===== src/rtl/qm_pkg.sv =====
package qm_pkg;
  typedef enum logic [1:0] {
    QM_NOP       = 2'b00,
    QM_PUSH_TAIL = 2'b01,
    QM_PUSH_HEAD = 2'b10,
    QM_POP       = 2'b11
  } qm_op_e;

  localparam int QM_HINT_W = 4;
endpackage


===== src/rtl/qm_side_ram.sv =====
// Sideband store (hint and packet size) per descriptor index.
// Synchronous write, synchronous read: maps onto block RAM.
module qm_side_ram #(
  parameter int DEPTH  = 32,
  parameter int AW     = 5,
  parameter int DW     = 12
) (
  input  logic          clk,
  input  logic          we,
  input  logic [AW-1:0] waddr,
  input  logic [DW-1:0] wdata,
  input  logic [AW-1:0] raddr,
  output logic [DW-1:0] rdata
);
  logic [DW-1:0] mem [DEPTH];

  always_ff @(posedge clk) begin
    if (we) mem[waddr] <= wdata;
    rdata <= mem[raddr];
  end
endmodule


===== src/rtl/qm_next_table.sv =====
// Next-pointer store, one entry per descriptor index.
// Asynchronous read so a pop can advance the head in one cycle.
module qm_next_table #(
  parameter int DEPTH = 32,
  parameter int AW    = 5
) (
  input  logic          clk,
  input  logic          we,
  input  logic [AW-1:0] waddr,
  input  logic [AW-1:0] wdata,
  input  logic [AW-1:0] raddr,
  output logic [AW-1:0] rdata
);
  logic [AW-1:0] mem [DEPTH];

  always_ff @(posedge clk) begin
    if (we) mem[waddr] <= wdata;
  end

  assign rdata = mem[raddr];
endmodule


===== src/rtl/qm_queue_slot.sv =====
// Per-queue state: head, tail, count and pending flag.
module qm_queue_slot #(
  parameter int DEPTH = 32,
  parameter int IDX_W = 5,
  parameter int CNT_W = 6
) (
  input  logic             clk,
  input  logic             rst,
  input  logic             push_tail,
  input  logic             push_head,
  input  logic             pop,
  input  logic [IDX_W-1:0] idx,
  input  logic [IDX_W-1:0] head_next,
  output logic [IDX_W-1:0] head,
  output logic [IDX_W-1:0] tail,
  output logic [CNT_W-1:0] count,
  output logic             pending
);
  localparam logic [CNT_W-1:0] CNT_MAX = CNT_W'(DEPTH);
  localparam logic [CNT_W-1:0] CNT_ONE = CNT_W'(1);

  logic             empty;
  logic             any_push;
  logic [CNT_W-1:0] cnt_inc;

  assign empty    = (count == '0);
  assign any_push = push_tail | push_head;
  assign cnt_inc  = (count == CNT_MAX) ? count : count + CNT_ONE;

  always_ff @(posedge clk) begin
    if (rst) begin
      head    <= '0;
      tail    <= '0;
      count   <= '0;
      pending <= 1'b0;
    end else begin
      if (push_tail) begin
        tail <= idx;
        if (empty) head <= idx;
      end
      if (push_head) begin
        head <= idx;
        if (empty) tail <= idx;
      end
      if (any_push) begin
        count <= cnt_inc;
        if (empty) pending <= 1'b1;
      end
      if (pop && !empty) begin
        head  <= head_next;
        count <= count - CNT_ONE;
        if (count == CNT_ONE) pending <= 1'b0;
      end
    end
  end

  // the pending flag follows list occupancy
  p_pend_tracks_count_r8: assert property (@(posedge clk) disable iff (rst)
    pending == (count != '0));

  // the count never passes the link store depth
  p_count_bound_r7: assert property (@(posedge clk) disable iff (rst)
    count <= CNT_MAX);

  // a tail push makes the pushed index the tail
  p_tail_push_r2: assert property (@(posedge clk) disable iff (rst)
    push_tail |=> tail == $past(idx));

  // a head push makes the pushed index the head
  p_head_push_r3: assert property (@(posedge clk) disable iff (rst)
    push_head |=> head == $past(idx));

  // a push into an empty queue raises pending
  p_pend_rise_r8: assert property (@(posedge clk) disable iff (rst)
    (any_push && empty) |=> pending);
endmodule


===== src/rtl/qm_list_manager.sv =====
module qm_list_manager #(
  parameter int NUM_QUEUES = 8,
  parameter int DEPTH      = 32,
  parameter int SIZE_W     = 8,
  parameter int TRIG_BASE  = 4,
  parameter int NUM_TRIG   = 2,
  localparam int QW        = $clog2(NUM_QUEUES),
  localparam int IDX_W     = $clog2(DEPTH),
  localparam int CNT_W     = $clog2(DEPTH + 1),
  localparam int HINT_W    = qm_pkg::QM_HINT_W
) (
  input  logic                        clk,
  input  logic                        rst,
  input  logic                        size_wr,
  input  logic [SIZE_W-1:0]           size_data,
  input  logic                        cmd_valid,
  input  logic [1:0]                  cmd_op,
  input  logic [QW-1:0]               cmd_queue,
  input  logic [IDX_W-1:0]            cmd_index,
  input  logic [HINT_W-1:0]           cmd_hint,
  output logic                        pop_valid,
  output logic                        pop_empty,
  output logic [IDX_W-1:0]            pop_index,
  output logic [HINT_W-1:0]           pop_hint,
  output logic [SIZE_W-1:0]           pop_size,
  output logic [NUM_QUEUES-1:0]       q_pending,
  output logic [NUM_QUEUES*CNT_W-1:0] q_count,
  output logic [NUM_TRIG-1:0]         chan_start
);
  import qm_pkg::*;

  localparam int SIDE_W = HINT_W + SIZE_W;

  qm_op_e op;
  logic   is_ptail, is_phead, is_push, is_pop;

  assign op       = qm_op_e'(cmd_op);
  assign is_ptail = cmd_valid && (op == QM_PUSH_TAIL);
  assign is_phead = cmd_valid && (op == QM_PUSH_HEAD);
  assign is_pop   = cmd_valid && (op == QM_POP);
  assign is_push  = is_ptail | is_phead;

  // Per-queue state
  logic [IDX_W-1:0] head_a [NUM_QUEUES];
  logic [IDX_W-1:0] tail_a [NUM_QUEUES];
  logic [CNT_W-1:0] cnt_a  [NUM_QUEUES];
  logic [IDX_W-1:0] head_next;

  genvar gq;
  generate
    for (gq = 0; gq < NUM_QUEUES; gq++) begin : g_slot
      localparam logic [QW-1:0] QID = QW'(gq);
      logic hit;
      assign hit = (cmd_queue == QID);

      qm_queue_slot #(
        .DEPTH (DEPTH),
        .IDX_W (IDX_W),
        .CNT_W (CNT_W)
      ) u_slot (
        .clk       (clk),
        .rst       (rst),
        .push_tail (is_ptail && hit),
        .push_head (is_phead && hit),
        .pop       (is_pop && hit),
        .idx       (cmd_index),
        .head_next (head_next),
        .head      (head_a[gq]),
        .tail      (tail_a[gq]),
        .count     (cnt_a[gq]),
        .pending   (q_pending[gq])
      );

      assign q_count[gq*CNT_W +: CNT_W] = cnt_a[gq];
    end
  endgenerate

  // Selected queue view
  logic [IDX_W-1:0] sel_head, sel_tail;
  logic             sel_empty;

  assign sel_head  = head_a[cmd_queue];
  assign sel_tail  = tail_a[cmd_queue];
  assign sel_empty = (cnt_a[cmd_queue] == '0);

  // Packet-size side register, consumed by a push
  logic [SIZE_W-1:0] size_reg, size_eff;

  assign size_eff = size_wr ? size_data : size_reg;

  always_ff @(posedge clk) begin
    if (rst)          size_reg <= '0;
    else if (is_push) size_reg <= '0;
    else if (size_wr) size_reg <= size_data;
  end

  // Link threading: tail push links old tail to new index,
  // head push links new index to old head.
  logic             nx_we;
  logic [IDX_W-1:0] nx_waddr, nx_wdata;

  assign nx_we    = is_push && !sel_empty;
  assign nx_waddr = is_ptail ? sel_tail : cmd_index;
  assign nx_wdata = is_ptail ? cmd_index : sel_head;

  qm_next_table #(
    .DEPTH (DEPTH),
    .AW    (IDX_W)
  ) u_next (
    .clk   (clk),
    .we    (nx_we),
    .waddr (nx_waddr),
    .wdata (nx_wdata),
    .raddr (sel_head),
    .rdata (head_next)
  );

  logic [SIDE_W-1:0] side_q;

  qm_side_ram #(
    .DEPTH (DEPTH),
    .AW    (IDX_W),
    .DW    (SIDE_W)
  ) u_side (
    .clk   (clk),
    .we    (is_push),
    .waddr (cmd_index),
    .wdata ({cmd_hint, size_eff}),
    .raddr (sel_head),
    .rdata (side_q)
  );

  // Pop result
  always_ff @(posedge clk) begin
    if (rst) begin
      pop_valid <= 1'b0;
      pop_empty <= 1'b0;
      pop_index <= '0;
    end else begin
      pop_valid <= is_pop;
      pop_empty <= is_pop && sel_empty;
      pop_index <= (is_pop && !sel_empty) ? sel_head : '0;
    end
  end

  logic pop_hit;
  assign pop_hit  = pop_valid && !pop_empty;
  assign pop_hint = pop_hit ? side_q[SIDE_W-1 -: HINT_W] : '0;
  assign pop_size = pop_hit ? side_q[SIZE_W-1:0] : '0;

  // Channel start pulses for the trigger window
  genvar gt;
  generate
    for (gt = 0; gt < NUM_TRIG; gt++) begin : g_trig
      localparam logic [QW-1:0] TQ = QW'(TRIG_BASE + gt);
      always_ff @(posedge clk) begin
        if (rst) chan_start[gt] <= 1'b0;
        else     chan_start[gt] <= is_push && sel_empty && (cmd_queue == TQ);
      end
    end
  endgenerate

  // popping an empty queue yields the null result
  p_pop_null_r5: assert property (@(posedge clk) disable iff (rst)
    (is_pop && sel_empty) |=> (pop_valid && pop_empty && pop_index == '0));

  // no pop result without a pop command
  p_pop_quiet_r4: assert property (@(posedge clk) disable iff (rst)
    !is_pop |=> !pop_valid);

  // at most one channel starts per cycle
  p_chan_onehot_r9: assert property (@(posedge clk) disable iff (rst)
    $onehot0(chan_start));

  // a push into a non-empty queue starts no channel
  p_chan_quiet_r9: assert property (@(posedge clk) disable iff (rst)
    (is_push && !sel_empty) |=> (chan_start == '0));
endmodule


===== config.mk =====
export PLATFORM = sky130hd
export DESIGN_NAME = qm_list_manager
export DESIGN_NICKNAME = d
export VERILOG_FILES = /design/src/rtl/qm_pkg.sv /design/src/rtl/qm_side_ram.sv /design/src/rtl/qm_next_table.sv /design/src/rtl/qm_queue_slot.sv /design/src/rtl/qm_list_manager.sv
export SDC_FILE = /design/constraint.sdc
export NUM_CORES = 1
export LEC_CHECK = 0
export CORE_MARGIN = 1
export CORE_UTILIZATION = 61
export DETAILED_ROUTE_END_ITERATION = 16
export MAX_ROUTING_LAYER = met4
export PLACE_DENSITY = 0.79
export SLEW_MARGIN = 25
export SYNTH_ARGS = -nofsm -noshare
export SYNTH_HDL_FRONTEND = slang
export SYNTH_SLANG_ARGS = --single-unit

===== constraint.sdc =====
create_clock -name clk -period 3.7 [get_ports clk]
set_input_delay 0.555 -clock clk [delete_from_list [all_inputs] [get_ports clk]]
set_output_delay 0.555 -clock clk [all_outputs]
set_load 0.01 [all_outputs]

==> results by group <==
Status
  – Status: complete, no violations

Clock tree
  – CTS max path bufs: 3
  – TritonCTS clock tree: done
  – CTS sink cnt: 709
  – CTS Buf Count: 71
  – H-tree depth: 3
  – Post-CTS Resized: 0
  – Post-cts hold buffer count: 0
  – CTS Root Buffer Type: clkbuf_16
  – Clock slew at reported path FFs: 0.06 ns
  – Post-CTS Setup Inserts: 0
  – Clock latency at the later pin of the worst-skew pair: 0.63 ns

Drt
  – Detailed Routing Iterations Pass 1: 6
  – Antenna-violating nets left: 0
  – Vias per cell: 6.333
  – DR iter-0 viols: 2,559
  – DRC Markers: 0
  – Routed vias: 22,292
  – Final wirelength: 80.30 mm
  – Mean routed wirelength per cell: 22.81 µm

Synth
  – Share of the synthesized area in the top cell type: 0.5310
  – Synth warn: 0
  – Synth cell types: 67
  – Post-synth EDFFs: 544
  – #FFs+latches synth: 709
  – Cells after Synth: 2,612
  – Async S/R FF share, synth: 0
  – Cell taking the most area after synthesis: edfxtp_1
  – Synthesized Nets: 2,670
  – Mean Syn Cell Area: 11.78 µm²
  – Prevailing post-synth register cell: edfxtp_1
  – Synthesized area: 0.03076 mm²
  – Synth top area cells: edfxtp_1 (53%), dfxtp_1 (11%), nand2_1 (6.0%)
  – Sequential element share of the synthesized area: 0.6384

Cells and area
  – Final Core Density: 0.7250
  – Max reg flops: 384
  – FF+latch area: 0.01964 mm²
  – Area Growth Syn to Fin: 16.31%
  – Biggest regs: u_side.mem x384, u_next.mem x160, g_slot.u_slot.count x48
  – Top reg by flops: u_side.mem
  – Post-Layout Cell Count: 3,520
  – Post-route cell area: 0.03578 mm²
  – Share of layout cells above drive strength 1: 0.1240
  – Multi-input gate area: 0.01031 mm²
  – Final net count: 2,859
  – Fill cells: 3,263
  – Commonest non-fill, non-tap cell in the layout: edfxtp_1
  – Highest-count cells in the layout ignoring fill and taps: edfxtp_1 (544), nand2_1 (495), nor2_1 (231), buf_4 (176), dfxtp_1 (165)

Power
  – Power Density: 465.1 mW/mm²
  – IR drop worst, VDD: 0.4595 mV
  – Leakage power: 12.82 nW
  – Post-layout power: 0.01664 W

Global routing
  – Vias in the first global route: 22,155
  – Gr usage total: 0.3272
  – Largest net degree at the start of global routing: 100
  – Congestion Overflow GR: 0
  – First-pass GRT wire length: 122.8 mm
  – Initial antenna violation count: 1

Floorplanning
  – Core Area: 0.04936 mm²
  – Chip Width: 226.6 µm
  – Ports: 103
  – Initial core utilization: 0.6233
  – Site Rows: 81
  – Die Span Y: 226.6 µm
  – Die ar.: 0.05134 mm²

Critical path
  – Critical path's largest stage delay: 0.54 ns
  – Reg-to-Reg Start: g_slot[2].u_slot.count[2]
  – Critical Path Source Type: primary input
  – Slowest stage cell, crit path: clkdlybuf4s50_1
  – Worst endpoint required time: 4.25 ns
  – Worst Path Arrival: 3.85 ns
  – Worst path cell trace: clkdlybuf4s50_1 > buf_4 > mux4_2 > mux2_4 > buf_12 > buf_4 > and3_1 > a31oi_1 > a21oi_1 > a21oi_1 > a21o_1
  – Worst reg2reg path endpoint: u_next.mem[7][0]
  – CP Capture Type: flip-flop
  – Crit path kind: in2reg
  – Reg2reg setup slack: 0.66 ns
  – Worst Path Max Fanout: 64
  – R2R depth: 6

Min path
  – Min-delay src: g_slot[6].u_slot.tail[3]
  – Sink of the worst hold path: g_slot[6].u_slot.tail[3]
  – Worst hold path type: reg2reg
  – Hold depth: 2

Timing
  – Final min period: 3.305 ns
  – Tightest Pin Transition: 1.017 ns
  – Clk_skew: 0.02603 ns
  – RSZ-0062 raised after global routing: false
  – Number of setup violations in the final report: 0
  – Fin crit share: 0.8932
  – Fin. Hold Viols: 0
  – Slew Viols, Final: 0
  – Relative slew slack: 0.3217
  – Setup WS post-layout: 0.3951 ns
  – Max Clk Rate: 302.6 MHz

Run
  – Max_cap viols: 0

Placed design
  – PortBufs: 102
  – Setup Slack @ Placement: -0.1083 ns
  – Routability cong.: 0.9244
  – Placed instance area: 0.03354 mm²
  – DP Cell Count: 3,392
  – Post-DP HPWL: 50.20 mm
-- critical path: cells and delay by family --
kind / cells / cell delay, ns
buffers and inverters: 4 / 1.31
AOI/OAI and AO/OA: 4 / 0.80
muxes: 2 / 0.95
and+or+nand+nor: 1 / 0.20
-- kinds of logic (layout without fill, tap and decap cells) --
family	after synthesis	count (layout)	share of synthesized area
xor gates and xnor gates	48	48	0.01367
and+or+nand+nor	1083	1083	0.1598
AOI/OAI and AO/OA	392	392	0.08891
DFF	709	709	0.6384
other	0	1	0
muxes	148	148	0.05763
buffers and inverters	200	443	0.02867
adders and majority gates	32	32	0.01301
-- routing by layer --
layer,part of all wire,track usage,up-vias
met2,0.49,0.5356,1288
met4,0.048,0.1628,0
met5,0,-,-
met1,0.37,0.3963,10768
met3,0.086,0.05183,259
li1,-,-,9977
-- stage by stage --
step	hold slack, ns	setup TNS, ns
global placement	0.4668	-0.3093
detailed placement	0.4807	-2.413
global route	0.5095	0
CTS	0.4959	0
floorplan	0.4546	0
finish	0.4960	0
-- cell usage after synthesis (all sizes together) (4+ instances only) --
cell	n
edfxtp	544
nand2	495
nor2	232
dfxtp	165
and3	122
clkbuf	120
mux2i	111
a21oi	91
a31oi	59
buf	59
nand3	58
a311oi	56
a211oi	49
xnor2	41
o21ai	39
nor3	35
ha	32
nor3b	27
nand4	22
and2	21
inv	21
mux4	19
mux2	18
a21o	16
a221o	15
or3	15
nand2b	14
nor2b	14
nor4	14
a32oi	10
nand3b	8
a22oi	7
o21a	7
xor2	7
a2111oi	6
a221oi	5
o2111ai	5
o211ai	5
a21boi	4
o2bb2ai	4
or4	4
-- worst max path at each step --
| stage | start | endpoint | slack [ns] | depth (start not counted) |
|---|---|---|---|---|
| 6_report | cmd_queue[2] | u_side.rdata[4] | 0.40 | 11 |
| 5_1_grt | cmd_queue[2] | g_slot[1].u_slot.head[4] | 0.26 | 9 |
| 4_1_cts | cmd_queue[2] | u_side.rdata[4] | 0.49 | 11 |
| 3_5_place_dp | cmd_queue[2] | g_slot[0].u_slot.head[3] | -0.11 | 10 |
| 3_3_place_gp | cmd_queue[2] | g_slot[0].u_slot.head[2] | -0.06 | 10 |
| 2_1_floorplan | cmd_queue[1] | u_next.mem[0][1] | 0.46 | 9 |
-- report_power, final --
part,total (W),switching [W],internal (W)
clock network,0.00693,0.00302,0.00391
registers,0.00869,0.0000294,0.00866
logic,0.00102,0.000672,0.000345
total,0.0166,0.00372,0.0129
-- layout make-up --
| cell class | instances | share of cell area |
|---|---|---|
| inverters | 21 | 0.002203 |
| clock buffers | 96 | 0.05514 |
| clock inverters | 31 | 0.007343 |
| diodes | 1 | 0.00006993 |
| well taps | 664 | 0.02322 |
| multi-input cells | 1703 | 0.2882 |
| repair buffers | 295 | 0.07497 |
| flip-flops and latches | 709 | 0.5488 |
Power figures use the tool's default switching activity.
